## src/rtl/tlb_assoc.sv

```systemverilog
module tlb_assoc #(
  parameter int ENTRIES = 8,
  parameter int VPN_W   = 20,
  parameter int PFN_W   = 20,
  parameter int OFF_W   = 12,
  parameter int PERM_W  = 3
) (
  input  logic                      clk,
  input  logic                      rst_n,
  input  logic                      flush,
  input  logic                      lk_valid,
  input  logic [VPN_W+OFF_W-1:0]    lk_vaddr,
  output logic                      lk_hit,
  output logic                      lk_miss,
  output logic [PFN_W+OFF_W-1:0]    lk_paddr,
  output logic [PERM_W-1:0]         lk_perm,
  input  logic                      fill_valid,
  input  logic [VPN_W-1:0]          fill_vpn,
  input  logic [PFN_W-1:0]          fill_pfn,
  input  logic [PERM_W-1:0]         fill_perm
);

  localparam int IW = (ENTRIES > 1) ? $clog2(ENTRIES) : 1;
  localparam logic [IW-1:0] OLDEST = IW'(ENTRIES - 1);

  logic [ENTRIES-1:0] vld_q;
  logic [VPN_W-1:0]   tag_q  [ENTRIES];
  logic [PFN_W-1:0]   pfn_q  [ENTRIES];
  logic [PERM_W-1:0]  perm_q [ENTRIES];
  logic [IW-1:0]      age_q  [ENTRIES];

  logic [ENTRIES-1:0] lk_match, fill_match;
  logic [IW-1:0]      hit_idx, dup_idx, free_idx, lru_idx, vict_idx, touch_idx;
  logic               any_hit, install, touch_en;

  wire [VPN_W-1:0] lk_vpn = lk_vaddr[VPN_W+OFF_W-1:OFF_W];

  for (genvar g = 0; g < ENTRIES; g++) begin : g_cmp
    assign lk_match[g]   = vld_q[g] && (tag_q[g] == lk_vpn);
    assign fill_match[g] = vld_q[g] && (tag_q[g] == fill_vpn);
  end

  always_comb begin
    hit_idx  = '0;
    dup_idx  = '0;
    free_idx = '0;
    lru_idx  = '0;
    for (int i = ENTRIES - 1; i >= 0; i--) begin
      if (lk_match[i])          hit_idx  = IW'(i);
      if (fill_match[i])        dup_idx  = IW'(i);
      if (!vld_q[i])            free_idx = IW'(i);
      if (age_q[i] == OLDEST)   lru_idx  = IW'(i);
    end
  end

  assign any_hit  = |lk_match;
  assign lk_hit   = lk_valid && any_hit;
  assign lk_miss  = lk_valid && !any_hit;
  assign lk_paddr = lk_hit ? {pfn_q[hit_idx], lk_vaddr[OFF_W-1:0]} : '0;
  assign lk_perm  = lk_hit ? perm_q[hit_idx] : '0;

  assign install   = fill_valid && !flush;
  assign vict_idx  = (|fill_match) ? dup_idx : ((&vld_q) ? lru_idx : free_idx);
  assign touch_en  = install || (lk_hit && !flush);
  assign touch_idx = install ? vict_idx : hit_idx;

  always_ff @(posedge clk or negedge rst_n) begin
    if (!rst_n) begin
      vld_q <= '0;
    end else if (flush) begin
      vld_q <= '0;
    end else if (install) begin
      vld_q[vict_idx] <= 1'b1;
    end
  end

  always_ff @(posedge clk) begin
    if (install) begin
      tag_q[vict_idx]  <= fill_vpn;
      pfn_q[vict_idx]  <= fill_pfn;
      perm_q[vict_idx] <= fill_perm;
    end
  end

  always_ff @(posedge clk or negedge rst_n) begin
    if (!rst_n) begin
      for (int i = 0; i < ENTRIES; i++) age_q[i] <= IW'(i);
    end else if (touch_en) begin
      for (int i = 0; i < ENTRIES; i++) begin
        if (IW'(i) == touch_idx)             age_q[i] <= '0;
        else if (age_q[i] < age_q[touch_idx]) age_q[i] <= age_q[i] + 1'b1;
      end
    end
  end

endmodule

```

## config.mk

```make
export PLATFORM = sky130hd
export DESIGN_NAME = tlb_assoc
export DESIGN_NICKNAME = d
export VERILOG_FILES = /design/src/rtl/tlb_assoc.sv
export SDC_FILE = /design/constraint.sdc
export NUM_CORES = 1
export LEC_CHECK = 0
export BUFFER_PORTS_ARGS = -buffer_cell sky130_fd_sc_hd__buf_2
export CAP_MARGIN = 25
export CORE_MARGIN = 3
export CORE_UTILIZATION = 60
export DETAILED_ROUTE_END_ITERATION = 12
export GPL_TIMING_DRIVEN = 0
export PLACE_DENSITY = 0.79
export SETUP_SLACK_MARGIN = 0.15
export SLEW_MARGIN = 15
export SYNTH_ARGS = -nofsm -noshare
export SYNTH_HDL_FRONTEND = slang
export SYNTH_SLANG_ARGS = --single-unit
```

## constraint.sdc

```tcl
create_clock -name clk -period 7.6 [get_ports clk]
set_clock_uncertainty 0.15 [all_clocks]
set_input_delay 0.38 -clock clk [delete_from_list [all_inputs] [get_ports clk]]
set_output_delay 0.38 -clock clk [all_outputs]
set_load 0.01 [all_outputs]
```

After elaboration in Yosys (flattened, before gate mapping)
Memories as Yosys holds them, arrays and structs flattened. Cells that the tools add are included. Widths: inputs -> output; s select.

Word-level logic and storage cells: 171. RAM bits: 344. Memories kept: 3. Output and inout bits: 37. Register bits after elaboration: 32.

Memory list: pfn_q (words 8, bits a word 20, read ports 1, clocked after memory_dff 0, wr ports 1, line 28) `logic [PFN_W-1:0] pfn_q [ENTRIES];`; tag_q (words 8, bits a word 20, read ports 8, clocked after memory_dff 0, wr ports 1, line 27) `logic [VPN_W-1:0] tag_q [ENTRIES];`; perm_q (words 8, bits a word 3, read ports 1, clocked after memory_dff 0, wr ports 1, line 29) `logic [PERM_W-1:0] perm_q [ENTRIES];`.

Add/subtract/negate cells: 8. Muxes and demuxes: 62. Magnitude comparators: 11. Reduce and logical (&&, ||, !) cells: 45. Equality and inequality tests: 31. Bitwise gates (word level): 2.

Operators with widths (count): $eq 20x20->1 (16); $mux 3 (54); $mux 32 (1); $add 3x1->3 const B (8); $eq 3x3->1 const B (8); $lt 3x3->1 (8); $logic_and 1x1->1 (21); $reduce_bool 2->1 (9); $mux 8 (2); $reduce_and 2->1 (8); $reduce_or 8->1 (2); $eq 3x3->1 const A (4); $bmux 3 s3 (1); $or 8x8->8 (1); $reduce_and 8->1 (1); $eq 2x3->1 const A (2); $ge 4x4->1 const B (1); $lt 3x4->1 const B (1); $not 3->4 (1); $demux 1 s3 (1); $eq 1x3->1 const A (1); $ge 3x1->1 const B (1); $logic_not 3->1 (1); $mux 1 (3); other kinds (2) (3).

Depth between registers and ports, before layout
Depth in word-level cells: 19. Gate-level depth with buffers: 21. Gate-level depth less buffers: 21.

Worst setup path after synthesis
Ideal clock, no wire load.

Kind: input-to-reg. From: input port fill_vpn[17]. To: memory perm_q[2][0], enable pin. Cell stages on the path: 10. Required time: 6.951 ns. Path slack: 1.856 ns. Arrival: 5.094 ns. Buffers on the path: 1. Cell sequence: buf_2 > xor2_1 > nor4_1 > nand4_1 > or2_1 > nand4_1 > nor2_1 > a211oi_2 > inv_1 > nor3_1.

Longest elaborated chain between the ends: 11. Elaborated cells on any way between the ends: 26.

Ends and longest elaborated chain: start: declaration (line 18) `input logic [VPN_W-1:0] fill_vpn,`; $eq 20x20->1 (line 40) `assign fill_match[g] = vld_q[g] && (tag_q[g] == fill_vpn);`; $logic_and 1x1->1 (line 40); $mux 3 (8 in a row) (line 50) `if (fill_match[i]) dup_idx = IW'(i);`; $mux 3 * (line 63) `assign vict_idx = (|fill_match) ? dup_idx : ((&vld_q) ? lru_idx : free_idx);`; end: declaration (line 29).

Mark *: on every way between the ends. The rest lies on a longest branch, timed or not.

Worst setup path after layout
From: input port fill_vpn[19]. To: register age_q[12] (netlist bit).

Longest elaborated chain between the ends: 19. Elaborated cells on any way between the ends: 36.

Ends and longest elaborated chain: $eq 20x20->1 (line 40); $logic_and 1x1->1 (line 40); $mux 3 (8 in a row) (line 50); $mux 3 * (line 63); $mux 3 * (line 65) `assign touch_idx = install ? vict_idx : hit_idx;`; $not 3->4 (not written as such) (line 91) `else if (age_q[i] < age_q[touch_idx]) age_q[i] <= age_q[i] + 1'b1;`; $bmux 3 s3 (line 91); $mux 3 (not written as such) (2 in a row) (line 91); $lt 3x3->1 (line 91); $reduce_bool 2->1 (no line); $reduce_and 2->1 (no line); end signal: indexed assignment (line 90) `if (IW'(i) == touch_idx) age_q[i] <= '0;`; end: declaration (line 30) `logic [IW-1:0] age_q [ENTRIES];`.

Mark *: on every way between the ends. The rest lies on a longest branch, timed or not. The select of a mux whose other input is x is not followed. A chain may end at the register's enable or synchronous reset.

==> results.cfg <==
[die]
die_y_um = 185.1
die-area_mm2 = 0.03425
io_pins = 117
chipWidth_um = 185.1
start_util = 0.6192
rows = 64
core_mm2 = 0.03107

[synthesis]
yosysSeqAreaShare = 0.5793
synth.net_count = 1604
synth_top_area_cell = edfxtp_1
synth_cell_types = 73
synthArstFlopShare = 0.08511
ys_ff_latch = 376
synth_warnings = 0
synth_area_per_cell_um2 = 12.83
synthesis.area_mm2 = 0.01924
ys.flop_type = edfxtp_1
synth_top_cell_area_share = 0.5369
yosysMostFrequentCell = edfxtp_1
synth_area_leaders = edfxtp_1 54%, xnor2_1 10%, xor2_1 4.5%, mux2i_1 3.5%, mux2_2 2.8%
synth-edff-count = 344
synthTopCellsByCount = 344 x edfxtp_1, 220 x xnor2_1, 98 x xor2_1, 97 x nor2_1, 80 x nand4_1
synthCells = 1500

[setup_path]
r2r_setup_slack_ns = 1.98
setup.worst_path.end_class = flip-flop
r2r_end = age_q[12]
rr_worst_depth = 16
crit_path_frequent_cell = a21oi_1
crit_chain = dlygate4sd3_1 > buf_2 > buf_2 > xor2_1 > nor4_1 > nand4_1 > or2_1 > o211ai_1 > a31o_2 > nand4_1 > o21ai_2 > buf_4 > nor2_1 > a21oi_1 > o21ai_0 > a21oi_1 > ha_1 > or2_2 > a21oi_1 > and3b_1 > mux2_4
critPathKind = in -> reg
rr_startpoint = tag_q[5][19]
critical_path.top_delay_family = simple AND/OR/NAND/NOR gates
cp.buffers_inverters = 4
cp_slowest_cell = a21oi_1
start_kind = input port
max_stage_delay_ns = 0.68
critical_path_required_ns = 7.91
worst_ep_arrival_time_ns = 6.15
critPathMaxFanout = 10

[timing]
fin_crit_sh = 0.7683
rsz0062_at_grt = no
fmax_mhz = 171.3
tightest_slew_ns = 0.8253
setup_viol = 0
drv_slew = 0
period_minus_slack_ns = 5.839
hold_viol = 0
max_slew_margin = 0.4498
hold_ws_ns = 0.03011

[clock_tree]
cts_inserted_buffers = 40
cts.clk_slew.worst_paths_ns = 0.06
cts_max_level = 2
worst_skew_pair.late_latency_ns = 0.54
cts.path.max_buffers = 3
cts-root-buf = clkbuf_16
tritoncts = yes
cts_sinks = 376

[routing]
avgRoutedWirePerCell_um = 27.47
drtAntennaViolNets = 0
wl_um = 57740
dr.pass1.iters = 5
via_count = 13660
remaining_drc_errors = 0
drtIter0Drc = 1600
vias_per_cell = 6.498

[place]
dp.cells = 2009
dpl.hpwl_um = 38500
portBuffers = 96
gp_congestion = 1.011
placed_area_mm2 = 0.02051

[finish]
area_growth_syn_to_layout_pct = 14.01
fin_cells = 2102
finalNetCount = 1784
drive_above_1_share = 0.1811
final_area_mm2 = 0.02194
fillers = 2099
diodes = 0

[global_routing]
grt_overflow = 0
gr-usage-all-layers = 0.3375
grt_pass1_vias = 13400
grt_max_degree = 45
grt_antenna_before_repair = 2
grt_pass1_wl_um = 84320

[hold_path]
hold_path_end = tag_q[5][6]
hold_path_class = in -> reg
hp-start = fill_vpn[6]
hold_path_depth = 1

[pwr]
p_total_w = 0.004924
p_leak_nw = 7.951
pwr_density_cell_mw_per_mm2 = 224.5
ir_drop_uv = 210.3

[outcome]
status = completed

[run]
cap_violations = 0
-- where the power goes --
group          switching (W)  total (W)  internal (W)
combinational       0.000401   0.000681      0.000280
sequential         0.0000955    0.00245       0.00236
clock               0.000786    0.00179       0.00100
-- through the flow --
| step | utilization | setup slack, ns | TNS [ns] |
|---|---|---|---|
| 6_report | 0.7060 | 1.761 | 0 |
| 3_3_place_gp | 0.6507 | -1.544 | -121.43 |
| 5_1_grt | 0.7060 | 1.497 | 0 |
| 2_1_floorplan | - | 1.856 | 0 |
| 4_1_cts | 0.7060 | 1.911 | 0 |
| 3_5_place_dp | 0.6600 | 1.585 | 0 |
-- sequential cells by signal, summed over array words and instances (netlist names) --
register and cells:
age_q 24, perm_q 24, pfn_q 160, tag_q 160
vld_q 8
-- metal layers --
layer / share of wire / track usage
met2: 0.47 / 0.5410
met4: 0.045 / 0.1408
met1: 0.38 / 0.4585
met5: 0.00031 / 0
met3: 0.10 / 0.06225
-- worst register-to-register path, stage by stage (launching register included) --
cell and delay, ns:
edfxtp_1 0.46, xor2_1 0.23, nor4_1 0.36, nand4_1 0.28
nor4_1 0.54, a41oi_1 0.12, a31oi_1 0.53, mux2i_1 0.32
buf_2 0.29, nand2_1 0.08, o21ai_0 0.08, a21oi_1 0.68
ha_1 0.36, or2_2 0.27, a21oi_1 0.23, and3b_1 0.27
mux2_4 0.32
-- area by class of cell --
| class | count | area, um2 | share of cell area |
|---|---|---|---|
| Sequential cell | 376 | 11150 | 0.5081 |
| Buffer | 77 | 381.6 | 0.01740 |
| Tap cell | 396 | 495.5 | 0.02259 |
| Timing Repair Buffer | 138 | 975.9 | 0.04449 |
| Inverter | 29 | 108.9 | 0.004962 |
| Multi-Input combinational cell | 1018 | 7650 | 0.3487 |
| Clock inverter | 11 | 82.58 | 0.003765 |
| Clock buffer | 57 | 1096 | 0.04997 |
-- kinds of logic (layout without fill, tap and decap cells) --
logic type,Yosys count,in the layout,synth area share
AND/OR/NAND/NOR,389,389,0.1082
flip-flops,376,376,0.5793
XOR/XNOR,318,318,0.1448
AO/OA/AOI/OAI,163,163,0.05710
multiplexers,124,124,0.06952
buffers and inverters,106,312,0.02549
adder cells (fa/ha/maj),24,24,0.01561
-- placed cells by master (no fill, tap or decap), types with 7 or more instances in the layout --
cell and count:
xnor2_1 220, clkinv_1 8, clkbuf_16 41, mux2_2 47, xor2_1 98, nand3_1 37, dlygate4sd3_1 25, nor3_1 16
buf_2 143, and2_1 16, o211ai_1 9, nor2_1 93, a31oi_1 7, mux2i_1 67, inv_1 27, nand4_1 80
o21ai_0 11, a21oi_1 65, a21o_1 9, nor4_1 49, nand2_1 39, ha_1 24, buf_4 9, clkbuf_1 37
dfrtp_1 20, buf_6 7, dfstp_2 12, edfxtp_1 344, or2_2 10, a211oi_1 26
-- timing repair --
action,CTS,global route
hold buffers,25,0
gates resized for setup,0,0
hold endpoints to repair,212,0
setup buffers,0,0
-- how the worst max path moves through the flow --
stage / cells past startpoint / slack (ns) / end / start
floorplan: 10 / 1.86 / perm_q[2][0] / fill_vpn[17]
global placement: 11 / -1.54 / tag_q[2][4] / fill_vpn[1]
detailed placement: 17 / 1.59 / age_q[12] / fill_vpn[18]
CTS: 21 / 1.91 / age_q[12] / fill_vpn[19]
global route: 21 / 1.50 / age_q[17] / fill_vpn[19]
finish: 21 / 1.76 / age_q[12] / fill_vpn[19]
Note: power is estimated with default switching activity, not from simulation.
